File: src/rtl/tgtStatusPkg.sv
package tgtStatusPkg;
  localparam int DATA_W = 32;
  localparam int BE_W   = DATA_W / 8;
  localparam int CMD_W  = 4;

  typedef enum logic [3:0] {
    ST_WAIT    = 4'd0,
    ST_XFER    = 4'd1,
    ST_DISC_WO = 4'd2,
    ST_DISC_W  = 4'd3,
    ST_TABORT  = 4'd4,
    ST_MABORT  = 4'd5,
    ST_RETRY   = 4'd6
  } phaseStat_t;

  typedef struct packed {
    logic push;
    logic pop;
  } fifoStrb_t;
endpackage

File: src/rtl/tgtStatusCtrl.sv
module tgtStatusCtrl
  import tgtStatusPkg::*;
#(
  parameter int CMD_BITS = CMD_W
) (
  input  logic                clk,
  input  logic                rstN,
  input  logic                tReq,
  input  logic                tRdy,
  input  logic                tLast,
  input  logic [CMD_BITS-1:0] busCmd,
  input  logic                addrClaim,
  input  logic                wfFull,
  input  logic                wfAlmostFull,
  input  logic                rfEmpty,
  output phaseStat_t          status,
  output fifoStrb_t           strb
);
  logic firstQ;
  logic isWr;
  logic isIo;
  logic moved;

  assign isWr = busCmd[0];
  assign isIo = (busCmd[CMD_BITS-1:1] == 3'b001);

  always_comb begin
    status = ST_WAIT;
    if (tReq && tRdy) begin
      if (!firstQ && !addrClaim) begin
        status = ST_TABORT;
      end else if (isWr) begin
        if (wfFull)
          status = firstQ ? ST_RETRY : ST_DISC_WO;
        else if (!tLast && ((firstQ && isIo) || wfAlmostFull))
          status = ST_DISC_W;
        else
          status = ST_XFER;
      end else begin
        if (rfEmpty)
          status = firstQ ? ST_RETRY : ST_WAIT;
        else if (!tLast && firstQ && isIo)
          status = ST_DISC_W;
        else
          status = ST_XFER;
      end
    end
  end

  assign moved     = (status == ST_XFER) || (status == ST_DISC_W);
  assign strb.push = moved && isWr;
  assign strb.pop  = moved && !isWr;

  always_ff @(posedge clk or negedge rstN) begin
    if (!rstN)
      firstQ <= 1'b1;
    else if (!tReq)
      firstQ <= 1'b1;
    else if (tRdy && status != ST_WAIT)
      firstQ <= 1'b0;
  end
endmodule

File: src/rtl/tgtStatusDpath.sv
module tgtStatusDpath
  import tgtStatusPkg::*;
#(
  parameter int DW  = DATA_W,
  parameter int BEW = BE_W
) (
  input  fifoStrb_t         strb,
  input  logic [BEW-1:0]    byteEnN,
  input  logic [DW-1:0]     wrData,
  input  logic [DW-1:0]     rfData,
  output logic [BEW+DW-1:0] pushWord,
  output logic [DW-1:0]     rdData
);
  assign pushWord = {byteEnN, wrData};
  assign rdData   = strb.pop ? rfData : '0;
endmodule

File: src/rtl/tgtStatusGen.sv
module tgtStatusGen
  import tgtStatusPkg::*;
#(
  parameter int DW  = DATA_W,
  parameter int BEW = DW / 8,
  parameter int CW  = CMD_W
) (
  input  logic              clk,
  input  logic              rstN,
  input  logic              tReq,
  input  logic              tRdy,
  input  logic              tLast,
  input  logic [CW-1:0]     busCmd,
  input  logic              addrClaim,
  input  logic [BEW-1:0]    byteEnN,
  input  logic [DW-1:0]     wrData,
  input  logic              wfFull,
  input  logic              wfAlmostFull,
  output logic              wfPush,
  output logic [BEW+DW-1:0] wfPushWord,
  input  logic              rfEmpty,
  output logic              rfPop,
  input  logic [DW-1:0]     rfData,
  output logic [DW-1:0]     rdData,
  output logic [3:0]        phaseStatus
);
  phaseStat_t stat;
  fifoStrb_t  strb;

  tgtStatusCtrl #(.CMD_BITS(CW)) uCtrl (
    .clk(clk), .rstN(rstN), .tReq(tReq), .tRdy(tRdy), .tLast(tLast),
    .busCmd(busCmd), .addrClaim(addrClaim), .wfFull(wfFull),
    .wfAlmostFull(wfAlmostFull), .rfEmpty(rfEmpty),
    .status(stat), .strb(strb)
  );

  tgtStatusDpath #(.DW(DW), .BEW(BEW)) uDpath (
    .strb(strb), .byteEnN(byteEnN), .wrData(wrData), .rfData(rfData),
    .pushWord(wfPushWord), .rdData(rdData)
  );

  assign wfPush      = strb.push;
  assign rfPop       = strb.pop;
  assign phaseStatus = stat;
endmodule

File: config.mk
export PLATFORM = sky130hd
export DESIGN_NAME = tgtStatusGen
export DESIGN_NICKNAME = d
export VERILOG_FILES = /design/src/rtl/tgtStatusPkg.sv /design/src/rtl/tgtStatusCtrl.sv /design/src/rtl/tgtStatusDpath.sv /design/src/rtl/tgtStatusGen.sv
export SDC_FILE = /design/constraint.sdc
export NUM_CORES = 1
export LEC_CHECK = 0
export BUFFER_PORTS_ARGS = -buffer_cell sky130_fd_sc_hd__buf_2
export CAP_MARGIN = 20
export CORE_ASPECT_RATIO = 0.5
export CORE_MARGIN = 10
export CORE_UTILIZATION = 21
export DETAILED_ROUTE_END_ITERATION = 6
export GPL_TIMING_DRIVEN = 1
export PLACE_DENSITY = 0.84
export SLEW_MARGIN = 20
export SYNTH_ARGS = -nofsm -noshare
export SYNTH_HDL_FRONTEND = slang
export SYNTH_HIERARCHICAL = 1
export SYNTH_SLANG_ARGS = --single-unit
File: constraint.sdc
create_clock -name clk -period 1.4 [get_ports clk]
set_clock_uncertainty 0.1 [all_clocks]
set_input_delay 0.07 -clock clk [delete_from_list [all_inputs] [get_ports clk]]
set_output_delay 0.07 -clock clk [all_outputs]
set_load 0.01 [all_outputs]
==> results of run 1 <==
## per-layer routing
layer	wire length (um)	vias to the layer above
li1	-	335
met1	696	315
met2	1824	40
met3	289	10
met4	27	0
met5	0	-
## critical path: cells and delay by family, from the launching register on
family / cells / cell delay [ns]
compound gates: 1 / 0.10
buf+inv: 2 / 0.27
flops: 1 / 0.54
simple gates: 2 / 0.31
## how the worst min path moves through the flow
stage,to,slack (ns),depth (start not counted)
after CTS,wfPushWord[10],0.04,0
final,wfPushWord[1],0.04,0
after detailed placement,uCtrl/firstQ,-0.09,1
after floorplan,uCtrl/firstQ,-0.18,0
after global routing,wfPushWord[22],0.04,0
after global placement,uCtrl/firstQ,-0.09,1
## final cells by class
cell class	count	area share, %
multi-input combinational	48	34.65
tap	40	4.515
inverter	1	0.3386
sequential	1	2.370
timing repair buffer	85	58.13
## synth_stat cells
cell,number
a211oi_2,1
a21o_1,1
a21oi_1,1
and2_2,32
and4bb_1,1
buf_4,37
clkbuf_2,3
conb_1,1
dfstp_2,1
inv_2,1
mux2_4,1
nand2_1,2
nand3b_1,1
nor2_1,1
nor2_2,1
nor3_1,1
nor3b_1,1
o211ai_2,1
o21ai_1,1
o31ai_2,1
## where the power goes
part	switching [mW]	internal (mW)	total (mW)
sequential	0.00221	0.0329	0.0351
clock	0	0	0
combinational	0.0714	0.105	0.176
## kinds of logic after synthesis
family	count (synthesis)	share of synthesized area, %
flip-flops	1	3.826
AO/OA/AOI/OAI	6	8.013
AND/OR/NAND/NOR	40	42.26
multiplexers	1	2.185
other	1	0.5459
buffers and inverters	41	43.17
## timing repair
action                     in CTS  in global routing
setup endpoints to repair      20                 33
gates resized for setup        20                 11
pin swaps                       0                  0
hold buffers                    1                  0
hold endpoints to repair        1                  0
## through the flow
stage	std cells	hold WS (ns)
final	175	0.04000
after global routing	175	0.04002
after CTS	175	0.04007
after detailed placement	174	-0.09059
after global placement	174	-0.09484
after floorplan	90	-0.1778
==> flow_metrics.env, run 1 <==
export IMPL_hold_path_class="primary input to output port"
export IMPL_grt_remaining_overflow=0
export IMPL_nets=218
export IMPL_hold_viol_final=0
export IMPL_io_pins=155
export IMPL_dr_pass1_iters=2
export IMPL_avgSynthCellArea_sq_um=7.632
export IMPL_crit_arrival_ns=1.22
export IMPL_n_antenna_cell=0
export IMPL_crit_path_end="rdData[17]"
export IMPL_startpoint_type="flip-flop"
export IMPL_vias=700
export IMPL_drt_iter0_drc=11
export IMPL_start_util_pct=22.41
export IMPL_drtAntennaViolNets=0
export IMPL_antenna_found_initial=0
export IMPL_final_common_cell="buf_2"
export IMPL_yosysWarnings=6
export IMPL_tns_ns=0
export IMPL_setup_viol=0
export IMPL_grt_pass1_vias=691
export IMPL_fin_util_pct=36.16
export IMPL_ir_worst_vdd_v=0.00005033
export IMPL_path_clk_slew_ns=0
export IMPL_synth_seq_cells=1
export IMPL_r2r_start="uCtrl/firstQ"
export IMPL_rr_worst_depth=3
export IMPL_track_usage_pct=7.346
export IMPL_busiest_layer="met2"
export IMPL_worstPathRequired_ns=1.23
export IMPL_postPlaceCellArea_sq_um=904.6
export IMPL_die_area_sq_mm=0.006097
export IMPL_p_leak_nw=0.6027
export IMPL_synth_net_count=171
export IMPL_r2r_slack_ns=0.39
export IMPL_synth_area_leaders="buf_4 40%, and2_2 35%, dfstp_2 3.8%, clkbuf_2 2.2%, mux2_4 2.2%"
export IMPL_fmax_mhz=719.0
export IMPL_end_kind="output port"
export IMPL_fin_crit_ns=1.391
export IMPL_dp_hpwl_um=2399
export IMPL_coreArea_sq_mm=0.003065
export IMPL_drive_gt1_share_pct=91.85
export IMPL_die_w_um=100.9
export IMPL_gr_usage_met2_pct=17.74
export IMPL_powerDensity_mw_per_mm2=190.5
export IMPL_place_ws_ns=-0.01153
export IMPL_p_total_uw=211.1
export IMPL_seqCellArea_sq_um=26.28
export IMPL_grt_pass1_wl_um=3698
export IMPL_layout_common_cells="50 x buf_2, 32 x and2_2, 31 x buf_6, 2 x nand2_1, 2 x buf_4"
export IMPL_top_register="uCtrl/firstQ"
export IMPL_vias_per_cell=4.000
export IMPL_yosys_area_top_type="buf_4"
export IMPL_slew_viol_final=0
export IMPL_use_met3_pct=2.608
export IMPL_area_growth_pct=61.38
export IMPL_path_class="flip-flop to output port"
export IMPL_status="finished, final reports clean"
export IMPL_crit_chain="o211ai_4 > nor3_4 > buf_12 > and2_2 > buf_6"
export IMPL_cap_violations=0
export IMPL_final_setup_worst_slack_ns=0.009156
export IMPL_post_route_drc_count=0
export IMPL_post_cts_buffers=0
export IMPL_fill_cells=317
export IMPL_stdcell_area_sq_mm=0.001109
export IMPL_portBuffers=81
export IMPL_ys_types=20
export IMPL_dieHeight_um=60.44
export IMPL_cpPeakStageDelay_ns=0.54
export IMPL_row_count=14
export IMPL_synth_area_sq_um=686.9
export IMPL_globalplace_congestion=0.7132
export IMPL_synth_cells=90
export IMPL_largest_reg_flops=1
export IMPL_worstHoldStart="wrData[1]"
export IMPL_period_share_pct=99.35
export IMPL_path_max_fanout=33
export IMPL_grt_max_degree=34
export IMPL_rr_endpoint="uCtrl/firstQ"
export IMPL_wl_um=2837
export IMPL_wl_per_cell_um=16.21
export IMPL_met1_usage_pct=5.203
export IMPL_multi_input_area_sq_um=384.1
export IMPL_seq_area_frac_synth_pct=3.825
export IMPL_reg_top3="uCtrl/firstQ x1"
export IMPL_critPathSlowestCell="dfstp_2"
export IMPL_synth_top_area_share_pct=40.44
export IMPL_clk_latency_ns=0
export IMPL_critPathLaunch="uCtrl/firstQ"
export IMPL_rsz0062_at_grt="yes"
(Power assumes the default switching activity.)
==> run 2, diff against run 1 <==
--- a/config.mk
+++ b/config.mk
@@ -9,10 +9,10 @@
 export CAP_MARGIN = 20
 export CORE_ASPECT_RATIO = 0.5
 export CORE_MARGIN = 10
-export CORE_UTILIZATION = 21
+export CORE_UTILIZATION = 23
 export DETAILED_ROUTE_END_ITERATION = 6
 export GPL_TIMING_DRIVEN = 1
-export PLACE_DENSITY = 0.84
+export PLACE_DENSITY = 0.88
 export SLEW_MARGIN = 20
 export SYNTH_ARGS = -nofsm -noshare
 export SYNTH_HDL_FRONTEND = slang
==> constraint.sdc (replaced) <==
create_clock -name clk -period 1.49 [get_ports clk]
set_clock_uncertainty 0.1 [all_clocks]
set_input_delay 0.0745 -clock clk [delete_from_list [all_inputs] [get_ports clk]]
set_output_delay 0.0745 -clock clk [all_outputs]
set_load 0.01 [all_outputs]
==> run 2 against run 1 <==
Via count decreased by 4.1%. Hold slack improved by 0.0090 ns. Global-route usage increased by 0.39 points. First-iteration DRC count decreased by 36%. Register-to-register slack improved by 0.10 ns. Utilization decreased by 2.2 points. Largest cell class unchanged. Highest routed layer unchanged.
==> flow_metrics.env, run 2 (synthesis results as in run 1) <==
export IMPL_crit_chain="o211ai_4 > nor3_4 > buf_12 > and2_2 > buf_2"
export IMPL_clk_latency_ns=0
export IMPL_layout_common_cells="81 x buf_2, 32 x and2_2, 2 x nand2_1, 2 x buf_4"
export IMPL_worstPathRequired_ns=1.32
export IMPL_wl_per_cell_um=14.78
export IMPL_globalplace_congestion=0.6085
export IMPL_reg_top3="uCtrl/firstQ x1"
export IMPL_final_common_cell="buf_2"
export IMPL_r2r_start="uCtrl/firstQ"
export IMPL_dp_hpwl_um=2364
export IMPL_whs_ns=0.04900
export IMPL_r2r_slack_ns=0.49
export IMPL_path_max_fanout=23
export IMPL_postPlaceCellArea_sq_um=899.6
export IMPL_fin_crit_ns=1.440
export IMPL_area_growth_pct=34.24
export IMPL_final_setup_worst_slack_ns=0.05039
export IMPL_p_leak_nw=0.5891
export IMPL_powerDensity_mw_per_mm2=195.8
export IMPL_wl_um=2557
export IMPL_tns_ns=0
export IMPL_dieHeight_um=58.65
export IMPL_die_w_um=97.29
export IMPL_end_kind="output port"
export IMPL_place_inst=172
export IMPL_hold_path_endpoint="wfPushWord[16]"
export IMPL_drtAntennaViolNets=0
export IMPL_start_util_pct=25.29
export IMPL_portBuffers=81
export IMPL_drt_iter0_drc=7
export IMPL_rr_worst_depth=3
export IMPL_worstHoldStart="wrData[16]"
export IMPL_cap_violations=0
export IMPL_rsz0062_at_grt="no"
export IMPL_row_count=13
export IMPL_vias_per_cell=3.879
export IMPL_die_area_sq_mm=0.005705
export IMPL_fmax_mhz=694.6
export IMPL_fill_cells=292
export IMPL_vias=671
export IMPL_n_antenna_cell=0
export IMPL_post_route_drc_count=0
export IMPL_nets=219
export IMPL_ir_worst_vdd_v=0.00006464
export IMPL_status="finished, final reports clean"
export IMPL_cpPeakStageDelay_ns=0.53
export IMPL_worstHoldPathCells=0
export IMPL_path_clk_slew_ns=0
export IMPL_antenna_found_initial=0
export IMPL_top_register="uCtrl/firstQ"
export IMPL_grt_remaining_overflow=0
export IMPL_rr_endpoint="uCtrl/firstQ"
export IMPL_hold_path_class="primary input to output port"
export IMPL_hold_viol_final=0
export IMPL_place_ws_ns=0.03488
export IMPL_drive_gt1_share_pct=91.91
export IMPL_grt_pass1_vias=754
export IMPL_critPathSlowestCell="dfstp_2"
export IMPL_grt_pass1_wl_um=3891
export IMPL_fin_util_pct=33.95
export IMPL_setup_viol=0
export IMPL_period_share_pct=96.62
export IMPL_stdcell_area_sq_um=922.1
export IMPL_crit_arrival_ns=1.27
export IMPL_final_cells=173
export IMPL_slew_viol_final=0
export IMPL_coreArea_sq_mm=0.002716
export IMPL_p_total_uw=180.6
export IMPL_io_pins=155
export IMPL_path_class="flip-flop to output port"
export IMPL_startpoint_type="flip-flop"
export IMPL_dr_pass1_iters=4
export IMPL_grt_max_degree=24
export IMPL_track_usage_pct=7.734
export IMPL_largest_reg_flops=1
==> run 2: cell count changes in the layout (fill, tap and decap cells not counted) <==
cell / change
buf_2: +31
buf_6: -30
==> run 2: layout make-up <==
type / instances / area (sq um) / share of cell area (%)
timing repair buffer: 86 / 461.7 / 50.07
sequential: 1 / 26.28 / 2.849
tap: 37 / 46.29 / 5.020
inverter: 1 / 3.754 / 0.4071
multi-input combinational: 48 / 384.1 / 41.66
==> run 2: worst max-delay path: cells and delay by family, from the launching register on <==
kind,cells,cell delay [ns]
flops,1,0.53
compound gates,1,0.10
simple gates,2,0.34
buf+inv,2,0.29
==> run 2: where the power goes <==
part | switching [mW] | internal, mW
registers | 0.00201 | 0.0309
clock network | 0 | 0
logic | 0.0627 | 0.0849
total | 0.0647 | 0.116
==> run 2: per-layer routing <==
layer | GRT usage (%) | share of wire (%) | vias up
li1 | - | - | 337
met1 | 5.723 | 26 | 313
met2 | 19.13 | 67 | 17
met3 | 1.863 | 6.1 | 4
met4 | 1.646 | 0.35 | 0
met5 | 0 | 0 | -
==> run 2: worst max path at each step <==
stage                       startpoint    endpoint  slack (ns)  cells past startpoint
after global placement    uCtrl/firstQ   rdData[7]        0.07                      5
after CTS                 uCtrl/firstQ  rdData[24]        0.03                      5
after floorplan           uCtrl/firstQ   rdData[0]        0.01                      4
after global routing      uCtrl/firstQ   rdData[5]       0.003                      5
final                     uCtrl/firstQ   rdData[7]        0.05                      5
after detailed placement  uCtrl/firstQ  rdData[10]        0.03                      5
==> run 2: repair_timing <==
action                     in CTS  in global routing
setup buffers                   0                  0
gates resized for setup         0                  2
setup endpoints to repair       0                 11
hold buffers                    1                  0
hold endpoints to repair        1                  0
